==> config.mk <==
export PLATFORM = sky130hd
export DESIGN_NAME = gpio_irq_ctrl
export DESIGN_NICKNAME = d
export VERILOG_FILES = /design/src/rtl/gpio_irq_pkg.sv /design/src/rtl/gpio_pad_sync.sv /design/src/rtl/gpio_irq_detect.sv /design/src/rtl/gpio_irq_ctrl.sv
export SDC_FILE = /design/constraint.sdc
export NUM_CORES = 1
export LEC_CHECK = 0
export ABC_AREA = 1
export ABC_CLOCK_PERIOD_IN_PS = 5400
export BUFFER_PORTS_ARGS = -buffer_cell sky130_fd_sc_hd__buf_2
export CORE_ASPECT_RATIO = 2
export CORE_MARGIN = 4
export CORE_UTILIZATION = 50
export DETAILED_ROUTE_END_ITERATION = 16
export GPL_TIMING_DRIVEN = 0
export PLACE_DENSITY = 0.71
export REMOVE_ABC_BUFFERS = 1
export SLEW_MARGIN = 20
export SYNTH_ARGS = -nofsm -noshare
export SYNTH_HDL_FRONTEND = slang
export SYNTH_SLANG_ARGS = --single-unit
==> constraint.sdc <==
create_clock -name clk -period 5.4 [get_ports clk]
set_input_delay 1.62 -clock clk [delete_from_list [all_inputs] [get_ports clk]]
set_output_delay 1.62 -clock clk [all_outputs]
set_load 0.01 [all_outputs]
==> src/rtl/gpio_irq_pkg.sv <==
package gpio_irq_pkg;
  localparam int unsigned NPINS = 32;
  localparam int unsigned HALF  = NPINS / 2;

  typedef enum logic [2:0] {
    REG_DATA     = 3'd0,
    REG_DIR      = 3'd1,
    REG_PAD      = 3'd2,
    REG_TRIG_LO  = 3'd3,
    REG_TRIG_HI  = 3'd4,
    REG_IRQ_EN   = 3'd5,
    REG_IRQ_FLAG = 3'd6,
    REG_ANY_EDGE = 3'd7
  } reg_sel_e;

  typedef enum logic [1:0] {
    TRIG_LOW  = 2'b00,
    TRIG_HIGH = 2'b01,
    TRIG_RISE = 2'b10,
    TRIG_FALL = 2'b11
  } trig_e;
endpackage

==> src/rtl/gpio_pad_sync.sv <==
module gpio_pad_sync #(
  parameter int unsigned WIDTH  = 32,
  parameter int unsigned STAGES = 2
) (
  input  logic             clk,
  input  logic             rst_n,
  input  logic [WIDTH-1:0] pad_async,
  output logic [WIDTH-1:0] level_cur,
  output logic [WIDTH-1:0] level_prev
);
  logic [WIDTH-1:0] stage_q [STAGES];
  logic [WIDTH-1:0] prev_q;

  always_ff @(posedge clk or negedge rst_n) begin
    if (!rst_n) begin
      for (int s = 0; s < STAGES; s++) stage_q[s] <= '0;
      prev_q <= '0;
    end else begin
      stage_q[0] <= pad_async;
      for (int s = 1; s < STAGES; s++) stage_q[s] <= stage_q[s-1];
      prev_q <= stage_q[STAGES-1];
    end
  end

  assign level_cur  = stage_q[STAGES-1];
  assign level_prev = prev_q;
endmodule

==> src/rtl/gpio_irq_detect.sv <==
module gpio_irq_detect
  import gpio_irq_pkg::*;
#(
  parameter int unsigned PINS = NPINS
) (
  input  logic [PINS-1:0]   level_cur,
  input  logic [PINS-1:0]   level_prev,
  input  logic [PINS-1:0]   dir,
  input  logic [2*PINS-1:0] trig,
  input  logic [PINS-1:0]   any_edge,
  output logic [PINS-1:0]   hit
);
  for (genvar i = 0; i < PINS; i++) begin : g_pin
    trig_e code;
    logic  rose;
    logic  fell;
    logic  cond;

    assign code = trig_e'(trig[2*i +: 2]);
    assign rose = level_cur[i] & ~level_prev[i];
    assign fell = ~level_cur[i] & level_prev[i];

    always_comb begin
      if (any_edge[i]) begin
        cond = rose | fell;
      end else begin
        unique case (code)
          TRIG_LOW:  cond = ~level_cur[i];
          TRIG_HIGH: cond = level_cur[i];
          TRIG_RISE: cond = rose;
          TRIG_FALL: cond = fell;
          default:   cond = 1'b0;
        endcase
      end
    end

    assign hit[i] = ~dir[i] & cond;
  end
endmodule

==> src/rtl/gpio_irq_ctrl.sv <==
module gpio_irq_ctrl
  import gpio_irq_pkg::*;
#(
  parameter int unsigned ADDR_W      = 6,
  parameter int unsigned SYNC_STAGES = 2,
  parameter bit          ANY_EDGE_EN = 1'b1,
  parameter bit          SPLIT_IRQ   = 1'b0
) (
  input  logic              clk,
  input  logic              rst_n,
  input  logic              bus_wr,
  input  logic [ADDR_W-1:0] bus_addr,
  input  logic [31:0]       bus_wdata,
  output logic [31:0]       bus_rdata,
  input  logic [NPINS-1:0]  pad_in,
  output logic [NPINS-1:0]  pad_out,
  output logic [NPINS-1:0]  pad_oe,
  output logic [1:0]        irq
);
  localparam int unsigned WORD_LSB = 2;
  localparam int unsigned SEL_W    = 3;
  localparam int unsigned MAP_TOP  = WORD_LSB + SEL_W;

  logic [NPINS-1:0]   data_q, dir_q, irq_en_q, flag_q, any_edge_q;
  logic [2*NPINS-1:0] trig_q;
  logic [NPINS-1:0]   flag_d, clr_mask, hit, pend;
  logic [NPINS-1:0]   lvl_cur, lvl_prev;
  logic               in_map;
  reg_sel_e           sel;
  logic we_data, we_dir, we_tlo, we_thi, we_en, we_flag, we_any;

  // decode
  assign in_map = (bus_addr[ADDR_W-1:MAP_TOP] == '0) && (bus_addr[WORD_LSB-1:0] == '0);
  assign sel    = reg_sel_e'(bus_addr[WORD_LSB +: SEL_W]);

  always_comb begin
    we_data = 1'b0; we_dir = 1'b0; we_tlo = 1'b0; we_thi = 1'b0;
    we_en   = 1'b0; we_flag = 1'b0; we_any = 1'b0;
    if (bus_wr && in_map) begin
      unique case (sel)
        REG_DATA:     we_data = 1'b1;
        REG_DIR:      we_dir  = 1'b1;
        REG_TRIG_LO:  we_tlo  = 1'b1;
        REG_TRIG_HI:  we_thi  = 1'b1;
        REG_IRQ_EN:   we_en   = 1'b1;
        REG_IRQ_FLAG: we_flag = 1'b1;
        REG_ANY_EDGE: we_any  = 1'b1;
        default:      ;
      endcase
    end
  end

  gpio_pad_sync #(.WIDTH(NPINS), .STAGES(SYNC_STAGES)) u_sync (
    .clk        (clk),
    .rst_n      (rst_n),
    .pad_async  (pad_in),
    .level_cur  (lvl_cur),
    .level_prev (lvl_prev)
  );

  gpio_irq_detect #(.PINS(NPINS)) u_detect (
    .level_cur  (lvl_cur),
    .level_prev (lvl_prev),
    .dir        (dir_q),
    .trig       (trig_q),
    .any_edge   (any_edge_q),
    .hit        (hit)
  );

  // next state of the sticky flags: detection wins over clear
  always_comb begin
    clr_mask = we_flag ? bus_wdata : '0;
    flag_d   = (flag_q & ~clr_mask) | hit;
  end

  always_ff @(posedge clk or negedge rst_n) begin
    if (!rst_n) begin
      data_q   <= '0;
      dir_q    <= '0;
      trig_q   <= '0;
      irq_en_q <= '0;
      flag_q   <= '0;
    end else begin
      if (we_data) data_q <= bus_wdata;
      if (we_dir)  dir_q  <= bus_wdata;
      if (we_tlo)  trig_q[NPINS-1:0] <= bus_wdata;
      if (we_thi)  trig_q[2*NPINS-1:NPINS] <= bus_wdata;
      if (we_en)   irq_en_q <= bus_wdata;
      flag_q <= flag_d;
    end
  end

  if (ANY_EDGE_EN) begin : g_any_edge
    always_ff @(posedge clk or negedge rst_n) begin
      if (!rst_n)      any_edge_q <= '0;
      else if (we_any) any_edge_q <= bus_wdata;
    end
  end else begin : g_no_any_edge
    assign any_edge_q = '0;
  end

  // read mux
  always_comb begin
    bus_rdata = '0;
    if (in_map) begin
      unique case (sel)
        REG_DATA:     bus_rdata = (data_q & dir_q) | (lvl_cur & ~dir_q);
        REG_DIR:      bus_rdata = dir_q;
        REG_PAD:      bus_rdata = lvl_cur & ~dir_q;
        REG_TRIG_LO:  bus_rdata = trig_q[NPINS-1:0];
        REG_TRIG_HI:  bus_rdata = trig_q[2*NPINS-1:NPINS];
        REG_IRQ_EN:   bus_rdata = irq_en_q;
        REG_IRQ_FLAG: bus_rdata = flag_q;
        REG_ANY_EDGE: bus_rdata = any_edge_q;
        default:      bus_rdata = '0;
      endcase
    end
  end

  assign pad_out = data_q & dir_q;
  assign pad_oe  = dir_q;
  assign pend    = flag_q & irq_en_q;

  if (SPLIT_IRQ) begin : g_split
    assign irq = {|pend[NPINS-1:HALF], |pend[HALF-1:0]};
  end else begin : g_single
    assign irq = {1'b0, |pend};
  end
endmodule

Word level (Yosys, flattened, before mapping) --
Cells that the tools add are included.
Cells by class: multiplexer cells 81, bitwise operators 233, equal/unequal tests 103, reduce and logical (&&, ||, !) cells 37
Operators with widths (count):
- $pmux 32 s8 | 1
- $and 32x32->32 | 4
- $eq 2x2->1 const B | 64
- $pmux 1 s4 | 32
- $not 1->1 | 97
- $and 1x1->1 | 96
- $logic_not 2->1 | 33
- $eq 2x1->1 const B | 32
- $mux 32 | 2
- $not 32->32 | 2
- $or 32x32->32 | 2
- $mux 1 | 46
- $or 1x1->1 | 32
- $reduce_or 32->1 | 1
- $eq 3x3->1 const B | 4
- $eq 3x2->1 const B | 2
- $eq 3x1->1 const B | 1
- $logic_not 3->1 | 1
- $logic_and 1x1->1 | 2
Storage, ports and cells: register bits 320

Logic depth before layout (Yosys ltp) --
Gate-level depths: netlist (run 1).
depth in word-level cells 8, mapped depth 10

By module --
From an unflattened synthesis (run 1), not the netlist that was laid out.
Unflattened totals: cell total of the unflattened synthesis 2420, area, all modules 17964.7 µm²
Modules (own cells, without submodules):
- gpio_irq_ctrl | sequential area each 5605.4 µm², cells an instance 1720, instances 1, area each 12424.4 µm²
- gpio_irq_detect | sequential area each 0.0 µm², cells an instance 572, instances 1, area each 2897.8 µm²
- gpio_pad_sync | sequential area each 2402.3 µm², cells an instance 128, instances 1, area each 2642.5 µm²

Worst setup path after synthesis (run 1) --
Ideal clock, no wire load.
path kind input to output, start input bus_addr[3], end output bus_rdata[19], stages on the path 8, required time 3.780 ns, path slack 1.174 ns, buffers on the path 3, arrival 2.606 ns, cells stage by stage buf_4 > inv_2 > buf_2 > buf_2 > nand4_1 > nand2_1 > nor2_1 > a21oi_1
Between the ends: longest elaborated chain between the ends 3
Ends and longest elaborated chain:
- from (decl) | RTL line gpio_irq_ctrl.sv:12 | input logic [ADDR_W-1:0] bus_addr,
- $eq 3x3->1 (tied with other cells) | RTL line gpio_irq_ctrl.sv:106 | unique case (sel)
- $pmux 32 s8 (*) | RTL line gpio_irq_ctrl.sv:106
- $mux 32 (*) | RTL line gpio_irq_ctrl.sv:105 | if (in_map) begin
- to (decl) | RTL line gpio_irq_ctrl.sv:14 | output logic [31:0] bus_rdata,
Every way passes the cells marked *; elsewhere a longest branch is shown, timed or not.

Worst setup path in the final report (run 1) --
start input bus_addr[4], end output bus_rdata[12]
Same word-level chain as after synthesis.

==> results of run 1 <==
[through the flow]
step	utilization (%)	cell area [um2]
global route	57.9	19400
global placement	52.8	17700
detailed placement	54.6	18300
CTS	57.7	19400
floorplan	-	16300
finish	57.9	19400
[registers in the layout, indices dropped and copies added (netlist names)]
signal	flops
any_edge_q	32
data_q	32
flag_q	32
irq_en_q	32
pad_oe	32
trig_q	64
u_sync.level_cur	32
u_sync.level_prev	32
u_sync.stage_q	32
[per-layer routing]
| metal | vias up | part of all wire, % | track usage, % |
|---|---|---|---|
| li1 | 7442 | - | - |
| met1 | 7880 | 35 | 33.1 |
| met2 | 763 | 50 | 52.2 |
| met3 | 245 | 6.6 | 3.67 |
| met4 | 2 | 8.0 | 20.2 |
| met5 | - | 0.030 | 0 |
[cell type report]
class | count | area (um2)
clock buffer | 45 | 918
sequential | 320 | 8010
clock inverter | 6 | 57.6
antenna | 2 | 5.00
tap | 436 | 546
inverter | 228 | 871
multi-input combinational | 1515 | 7530
fill | 3115 | 14100
timing repair buffer | 194 | 1460
[critical path: cells and delay by family]
family | cells | cell delay [ns]
buffers and inverters | 5 | 1.31
AO/OA/AOI/OAI | 2 | 0.44
AND/OR/NAND/NOR | 1 | 0.26
[synthesized netlist by cell type]
cell | n | share of area [%]
nand2_1 | 623 | 14
dfrtp_1 | 320 | 47
buf_1 | 9 | 0.20
a21oi_1 | 64 | 1.9
nor2_4 | 6 | 0.40
inv_2 | 3 | 0.066
clkbuf_1 | 44 | 0.97
o21ai_0 | 274 | 8.1
nor2_2 | 1 | 0.037
nor3_2 | 1 | 0.059
nand4_1 | 193 | 7.1
nor3_1 | 2 | 0.059
inv_1 | 225 | 5.0
buf_6 | 5 | 0.33
ha_1 | 64 | 4.7
conb_1 | 1 | 0.022
nand3_1 | 169 | 5.0
buf_4 | 9 | 0.40
o21ai_1 | 12 | 0.35
nor2_1 | 101 | 2.2
buf_2 | 61 | 1.8
nand2_2 | 2 | 0.074
nor2_8 | 1 | 0.12
[report_power, final]
group          switching [W]  internal (W)
registers           0.000284       0.00267
clock network       0.000938       0.00121
logic               0.000684      0.000353
total                0.00191       0.00423
[repair_timing]
item	4_1_cts	5_1_grt
setup buffers	3	0
pin swaps	2	0
gates cloned	1	1
gates resized for setup	4	3
setup endpoints to repair	32	15
[cells by family after synthesis]
family | Yosys count | share of synthesized area [%]
AOI/OAI and AO/OA | 350 | 10.3
buffers and inverters | 356 | 8.76
DFF | 320 | 47.3
other | 1 | 0.0221
and+or+nand+nor | 1099 | 28.9
adders and majority gates | 64 | 4.73
[path summary, 6_finish.rpt]
kind	from	to	cells after the start
min in group asynchronous	rst_n	u_sync.stage_q[62]$_DFF_PN0_	1
min reg2reg	u_sync.stage_q[55]$_DFF_PN0_	u_sync.level_cur[23]$_DFF_PN0_	0
max in group asynchronous	rst_n	data_q[3]$_DFFE_PN0P_	4
max reg2reg	u_sync.level_cur[6]$_DFF_PN0_	flag_q[6]$_DFF_PN0_	6
max	bus_addr[4]	bus_rdata[12]	8
min	u_sync.stage_q[55]$_DFF_PN0_	u_sync.level_cur[23]$_DFF_PN0_	0
==> results.cfg, run 1 <==
[sta]
slew_violations = 0
rsz0062_at_grt = false
fin_ws_ns = 0.0175
setup_viol = 0
maxSlewHeadroom_pct = 20.8
fmax_ghz = 0.186
hold_viol_final = 0
fin_setup_tns_ns = 0
worst_pin_slew_ns = 1.19
whs_ns = 0.347
clock_skew_ns = 0.0164
period_share_pct = 99.7
period_needed_ns = 5.38

[outcome]
outcome = completed

[worst_setup_path]
arrival_ns = 3.76
crit_type = in -> out
critPathSlowestCell = buf_12
cp-end-kind = primary output
path_max_fanout = 73
critPathRequiredTime_ns = 3.78
cp_cell_sequence = buf_8 > inv_8 > buf_16 > nand2_8 > buf_12 > o21ai_0 > a21oi_2 > buf_2
startpoint_type = primary input
critical_path.max_stage_delay_ns = 0.31
rrSetupSlack_ns = 4.07

[routing]
viasPerCell = 5.95
dr.pass1.iters = 5
ant_nets = 0
vias = 16300
drt_wl_total_um = 56300
route.detailed.drc = 0
drtIter0Drc = 1328
post_drt_wl_per_cell_um = 20.5

[floorplan]
start_util_pct = 50.6
rows = 95
die_h_um = 268
dieArea_mm2 = 0.0371
die_w_um = 138
core_area_mm2 = 0.0335
design.portCount = 171

[clock_tree]
cts.sinks = 320
cts.clk_slew.worst_paths_ns = 0.07
numCtsBuffers = 30
insertion_delay_ns = 0.58
cts_tree = done
root_buffer = clkbuf_16
clock_path_buffers = 3
hold_buffers = 0
htreeDepth = 1

[synth]
netlist_area_mm2 = 0.0169
synth_cell_type_count = 23
ys_ff_latch = 320
synth_cells = 2190
ys_seq_area_share_pct = 47.3
yosysWarnings = 0
avgSynthCellArea_um2 = 7.74

[global_route]
antenna_found_initial = 3
grt-ovfl-total = 0
grt_first_pass_wirelength_um = 88000
grt_max_degree = 104
track_usage_pct = 29.5
grt_pass1_vias = 16600

[final_layout]
final_nets = 2426
drive_gt1_share_pct = 11.3
instances_no_fill = 2746
mostFrequentLayoutCell = nand2_1
final_cell_mix = nand2_1 (623), dfrtp_1 (320), o21ai_0 (274), inv_1 (223), nand4_1 (193)
syn_to_final_growth_pct = 14.5

[place]
hpwl_um = 35600
dpl_worst_slack_ns = -0.531
dp_cells = 2688
io_buffers = 169
gp_congestion = 0.868

[power]
power_w = 0.00614
leakage_nw = 10.2
power_density_mw_per_mm2 = 317
vdd_drop_max_mv = 0.282

[flow_run]
drv_cap = 0

[worst_hold_path]
hold_class = reg -> reg
(Power assumes the default switching activity.)
==> run 2, diff against run 1 <==
--- a/config.mk
+++ b/config.mk
@@ -15,6 +15,7 @@
 export GPL_TIMING_DRIVEN = 0
 export PLACE_DENSITY = 0.71
 export REMOVE_ABC_BUFFERS = 1
+export SETUP_SLACK_MARGIN = 0.15
 export SLEW_MARGIN = 20
 export SYNTH_ARGS = -nofsm -noshare
 export SYNTH_HDL_FRONTEND = slang
==> results.cfg, run 2 (same netlist as run 1, synthesis figures left out) <==
[outcome]
outcome = completed

[global_route]
track_usage_pct = 29.7
grt_max_degree = 104
grt_pass1_vias = 16700
grt-ovfl-total = 0
grt_first_pass_wirelength_um = 88600
antenna_found_initial = 2

[routing]
drtIter0Drc = 1415
routed-wl-met2_um = 28300
dr.pass1.iters = 5
ant_nets = 0
post_drt_wl_per_cell_um = 20.5
vias = 16300
viasPerCell = 5.93
drt_wl_total_um = 56200
top_layer = met4
route.detailed.drc = 0
wl_met1_um = 20000
wl_met3_um = 3520

[sta]
whs_ns = 0.348
maxSlewHeadroom_pct = 22.7
clock_skew_ns = 0.0116
fin_ws_ns = 0.142
period_needed_ns = 5.26
hold_viol_final = 0
rsz0062_at_grt = true
fmax_ghz = 0.190
slew_violations = 0
period_share_pct = 97.4
worst_pin_slew_ns = 1.16
setup_viol = 0

[power]
power_w = 0.00614
leakage_nw = 10.2
power_density_mw_per_mm2 = 316
vdd_drop_max_mv = 0.283

[final_layout]
fin_util_pct = 57.9
final_nets = 2426
final_cell_mix = nand2_1 (623), dfrtp_1 (320), o21ai_0 (274), inv_1 (223), nand4_1 (193)
largest_reg_flops = 64
syn_to_final_growth_pct = 14.6
n_fill_cell = 3110
largest_register = trig_q
mostFrequentLayoutCell = nand2_1
drive_gt1_share_pct = 11.3

[place]
gp_congestion = 0.868
dpl_worst_slack_ns = -0.531
io_buffers = 169
hpwl_um = 35600

[worst_setup_path]
cp-end-kind = primary output
crit_type = in -> out
critPathRequiredTime_ns = 3.78
rr_worst_depth = 6
crit_path_end = bus_rdata[24]
rrSetupSlack_ns = 4.06
startpoint_type = primary input
arrival_ns = 3.64
rr_startpoint = u_sync.level_cur[6]$_DFF_PN0_
crit_start = bus_addr[3]
path_max_fanout = 68
r2r-end = flag_q[6]$_DFF_PN0_

[clock_tree]
insertion_delay_ns = 0.57
htreeDepth = 1
hold_buffers = 0
numCtsBuffers = 30
clock_path_buffers = 3
cts.clk_slew.worst_paths_ns = 0.07
root_buffer = clkbuf_16
cts.sinks = 320
cts_tree = done

[worst_hold_path]
hold_class = reg -> reg

[floorplan]
die_w_um = 138
start_util_pct = 50.6
die_h_um = 268
dieArea_mm2 = 0.0371
core_area_mm2 = 0.0335
design.portCount = 171
rows = 95

[flow_run]
drv_cap = 0
[run 2: changes by cell type in the layout (fill, tap and decap cells not counted)]
cell,before,now
clkbuf_16,32,31
buf_16,15,16
buf_6,2,1
bufbuf_16,0,1
[run 2: area by class of cell]
| class | instances | area [um2] | share of cell area [%] |
|---|---|---|---|
| clock inverters | 6 | 57.6 | 0.296 |
| multi-input cells | 1515 | 7530 | 38.8 |
| flip-flops and latches | 320 | 8010 | 41.2 |
| diodes | 2 | 5.00 | 0.0258 |
| repair buffers | 194 | 1490 | 7.65 |
| well taps | 436 | 546 | 2.81 |
| clock buffers | 45 | 918 | 4.73 |
| inverters | 228 | 871 | 4.48 |
[run 2: worst min-delay path by stage]
stage	to	from	cells after the start
after floorplan	u_sync.level_cur[0]$_DFF_PN0_	u_sync.stage_q[32]$_DFF_PN0_	0
after global placement	u_sync.level_cur[2]$_DFF_PN0_	u_sync.stage_q[34]$_DFF_PN0_	0
after detailed placement	u_sync.level_cur[3]$_DFF_PN0_	u_sync.stage_q[35]$_DFF_PN0_	0
after CTS	u_sync.level_cur[18]$_DFF_PN0_	u_sync.stage_q[50]$_DFF_PN0_	0
after global routing	u_sync.level_cur[9]$_DFF_PN0_	u_sync.stage_q[41]$_DFF_PN0_	0
final	u_sync.level_cur[23]$_DFF_PN0_	u_sync.stage_q[55]$_DFF_PN0_	0
[run 2: power breakdown]
part	switching [W]	internal (W)
Combinational	0.000683	0.000356
Sequential	0.000285	0.00267
Clock	0.000937	0.00121
[run 2: critical path, cell delays in order]
cell	delay [ns]
buf_6	0.25
buf_16	0.27
inv_8	0.26
nor2_4	0.27
buf_16	0.20
nand3_1	0.09
nand2_1	0.07
nor2_1	0.04
a21oi_1	0.29
buf_2	0.21
[run 2: repair_timing]
action | in CTS | in global routing
cloned | 2 | 0
endpoints found under the setup margin | 32 | 7
gates resized for setup | 8 | 4
pin swaps | 2 | 1
setup buffers | 3 | 0
[run 2: metal layers]
metal,vias up,GRT usage (%)
met2,745,52.4
met1,7872,33.4
li1,7443,-
met3,225,3.74
met4,0,20.4
met5,-,0
[run 2: through the flow]
step / setup TNS [ns] / cell area [um2] / std cells
CTS: 0 / 19400 / 2744
global placement: -1636.41 / 17700 / 2667
detailed placement: -10.15 / 18300 / 2688
finish: 0 / 19400 / 2746
floorplan: 0 / 16300 / 2062
global route: 0 / 19400 / 2745
==> run 3, diff against run 2 <==
--- a/config.mk
+++ b/config.mk
@@ -6,14 +6,14 @@
 export NUM_CORES = 1
 export LEC_CHECK = 0
 export ABC_AREA = 1
-export ABC_CLOCK_PERIOD_IN_PS = 5400
+export ABC_CLOCK_PERIOD_IN_PS = 4440
 export BUFFER_PORTS_ARGS = -buffer_cell sky130_fd_sc_hd__buf_2
 export CORE_ASPECT_RATIO = 2
 export CORE_MARGIN = 4
 export CORE_UTILIZATION = 50
 export DETAILED_ROUTE_END_ITERATION = 16
 export GPL_TIMING_DRIVEN = 0
-export PLACE_DENSITY = 0.71
+export PLACE_DENSITY = 0.74
 export REMOVE_ABC_BUFFERS = 1
 export SETUP_SLACK_MARGIN = 0.15
 export SLEW_MARGIN = 20
==> constraint.sdc (replaced) <==
create_clock -name clk -period 4.44 [get_ports clk]
set_input_delay 1.332 -clock clk [delete_from_list [all_inputs] [get_ports clk]]
set_output_delay 1.332 -clock clk [all_outputs]
set_load 0.01 [all_outputs]
==> results.cfg, run 3 (same netlist as run 1, synthesis figures left out) <==
[outcome]
outcome = completed

[floorplan]
die_w_um = 138
start_util_pct = 50.6
design.portCount = 171
rows = 95
die_h_um = 268
core_area_mm2 = 0.0335
dieArea_mm2 = 0.0371

[flow_run]
drv_cap = 0

[final_layout]
largest_reg_flops = 64
final_cell_mix = nand2_1 (623), dfrtp_1 (320), o21ai_0 (274), inv_1 (223), nand4_1 (193)
largest_register = trig_q
final_nets = 2438
instances_no_fill = 2763
drive_gt1_share_pct = 11.7
mostFrequentLayoutCell = nand2_1
syn_to_final_growth_pct = 16.3

[global_route]
grt_max_degree = 104
track_usage_pct = 30.6
grt_first_pass_wirelength_um = 90600
grt-ovfl-total = 0
grt_pass1_vias = 16900
antenna_found_initial = 3

[sta]
period_needed_ns = 4.28
setup_viol = 0
clock_skew_ns = 0.0139
hold_viol_final = 0
maxSlewHeadroom_pct = 27.7
fmax_ghz = 0.234
period_share_pct = 96.4
fin_setup_tns_ns = 0
slew_violations = 0
rsz0062_at_grt = true
worst_pin_slew_ns = 1.08

[place]
dp_cells = 2687
gp_congestion = 0.839
io_buffers = 169
hpwl_um = 35600

[clock_tree]
root_buffer = clkbuf_16
htreeDepth = 1
cts.sinks = 320
numCtsBuffers = 30
clock_path_buffers = 3
insertion_delay_ns = 0.59
cts.clk_slew.worst_paths_ns = 0.07
cts_tree = done

[routing]
dr.pass1.iters = 6
drtIter0Drc = 1925
vias = 16900
viasPerCell = 6.11
drt_wl_total_um = 58700
ant_nets = 0
route.detailed.drc = 0
post_drt_wl_per_cell_um = 21.2

[worst_setup_path]
critical_path.max_stage_delay_ns = 0.29
rr_startpoint = trig_q[10]$_DFFE_PN0P_
rr_worst_depth = 6
cp-end-kind = primary output
rrSetupSlack_ns = 3.12
critPathSlowestCell = buf_16
r2r-end = flag_q[5]$_DFF_PN0_
path_max_fanout = 50
cp_num_buf_inv = 4
arrival_ns = 2.95
startpoint_type = primary input
cp_cell_sequence = buf_12 > buf_16 > nor2_4 > nand2_8 > buf_16 > o21ai_0 > a21oi_2 > buf_2
critPathRequiredTime_ns = 3.11
crit_family = buffers and inverters
path_common_cell = buf_16
crit_type = in -> out

[worst_hold_path]
min_delay_path_depth = 0
holdPathEnd = u_sync.level_cur[30]$_DFF_PN0_
hp-start = u_sync.stage_q[62]$_DFF_PN0_
hold_class = reg -> reg

[power]
vdd_drop_max_mv = 0.325
power.switching_w = 0.00238
power.clock.fraction_pct = 34.8
comb_power_share_pct = 17.5
power_density_mw_per_mm2 = 383
p_sw_share_pct = 31.6
leakage_nw = 10.4
seq_power_share_pct = 47.7
intPower_w = 0.00516
-- run 3: cell count changes in the layout (fill, tap and decap cells not counted), moves of 2 or more --
cell | previous run | this run
buf_4 | 2 | 7
inv_8 | 2 | 0
clkbuf_1 | 5 | 11
inv_2 | 3 | 1
bufbuf_16 | 1 | 6
clkbuf_16 | 31 | 33
a21oi_2 | 2 | 4
a21oi_1 | 62 | 60
clkbuf_8 | 9 | 7
-- run 3: routing by layer --
metal,GRT usage (%),wire length [um]
met5,0,0
met4,22.6,4490
met3,4.13,5120
met2,52.4,28700
met1,34.9,20300
-- run 3: worst max-delay path by stage --
stage	from	to	slack [ns]	cells after the start
after detailed placement	bus_addr[3]	bus_rdata[24]	-1.06	11
after floorplan	bus_addr[4]	bus_rdata[19]	-0.38	5
after CTS	bus_addr[4]	bus_rdata[12]	0.09	8
final	bus_addr[2]	bus_rdata[12]	0.16	8
after global routing	bus_addr[3]	bus_rdata[24]	0.14	11
after global placement	rst_n	u_sync.stage_q[35]$_DFF_PN0_	-4.13	1
-- run 3: what timing repair did --
item                       4_1_cts  5_1_grt
pin swaps                        4        4
hold buffers                     0        0
setup endpoints to repair       32       27
setup buffers                    5        5
gates resized for setup         23        5
gates cloned                     7        1
-- run 3: per-stage QoR --
stage / power (W) / utilization (%) / area, um2 / hold WS (ns) / setup slack (ns)
CTS: 0.00751 / 58.5 / 19600 / 0.344 / 0.0920
detailed placement: 0.00487 / 54.6 / 18300 / 0.335 / -1.06
global placement: 0.00476 / 52.8 / 17700 / 0.332 / -4.13
global route: 0.00785 / 58.8 / 19700 / 0.347 / 0.144
floorplan: 0.00423 / - / 16300 / 0.331 / -0.381
finish: 0.00755 / 58.8 / 19700 / 0.343 / 0.161
-- run 3: area by class of cell --
type / instances / area (um2)
clock buffers: 49 / 913
fillers: 3096 / 13800
diodes: 3 / 7.51
well taps: 436 / 546
flip-flops and latches: 320 / 8010
multi-input cells: 1515 / 7530
inverters: 228 / 892
clock inverters: 6 / 55.1
repair buffers: 206 / 1760
-- run 3: power by group through the flow --
stage	Clock (W)	Sequential, W	Combinational [W]
2_1_floorplan	0	0.00354	0.000690
6_report	0.00263	0.00360	0.00132
5_1_grt	0.00275	0.00364	0.00147
3_3_place_gp	0	0.00362	0.00114
3_5_place_dp	0	0.00364	0.00123
4_1_cts	0.00264	0.00358	0.00129
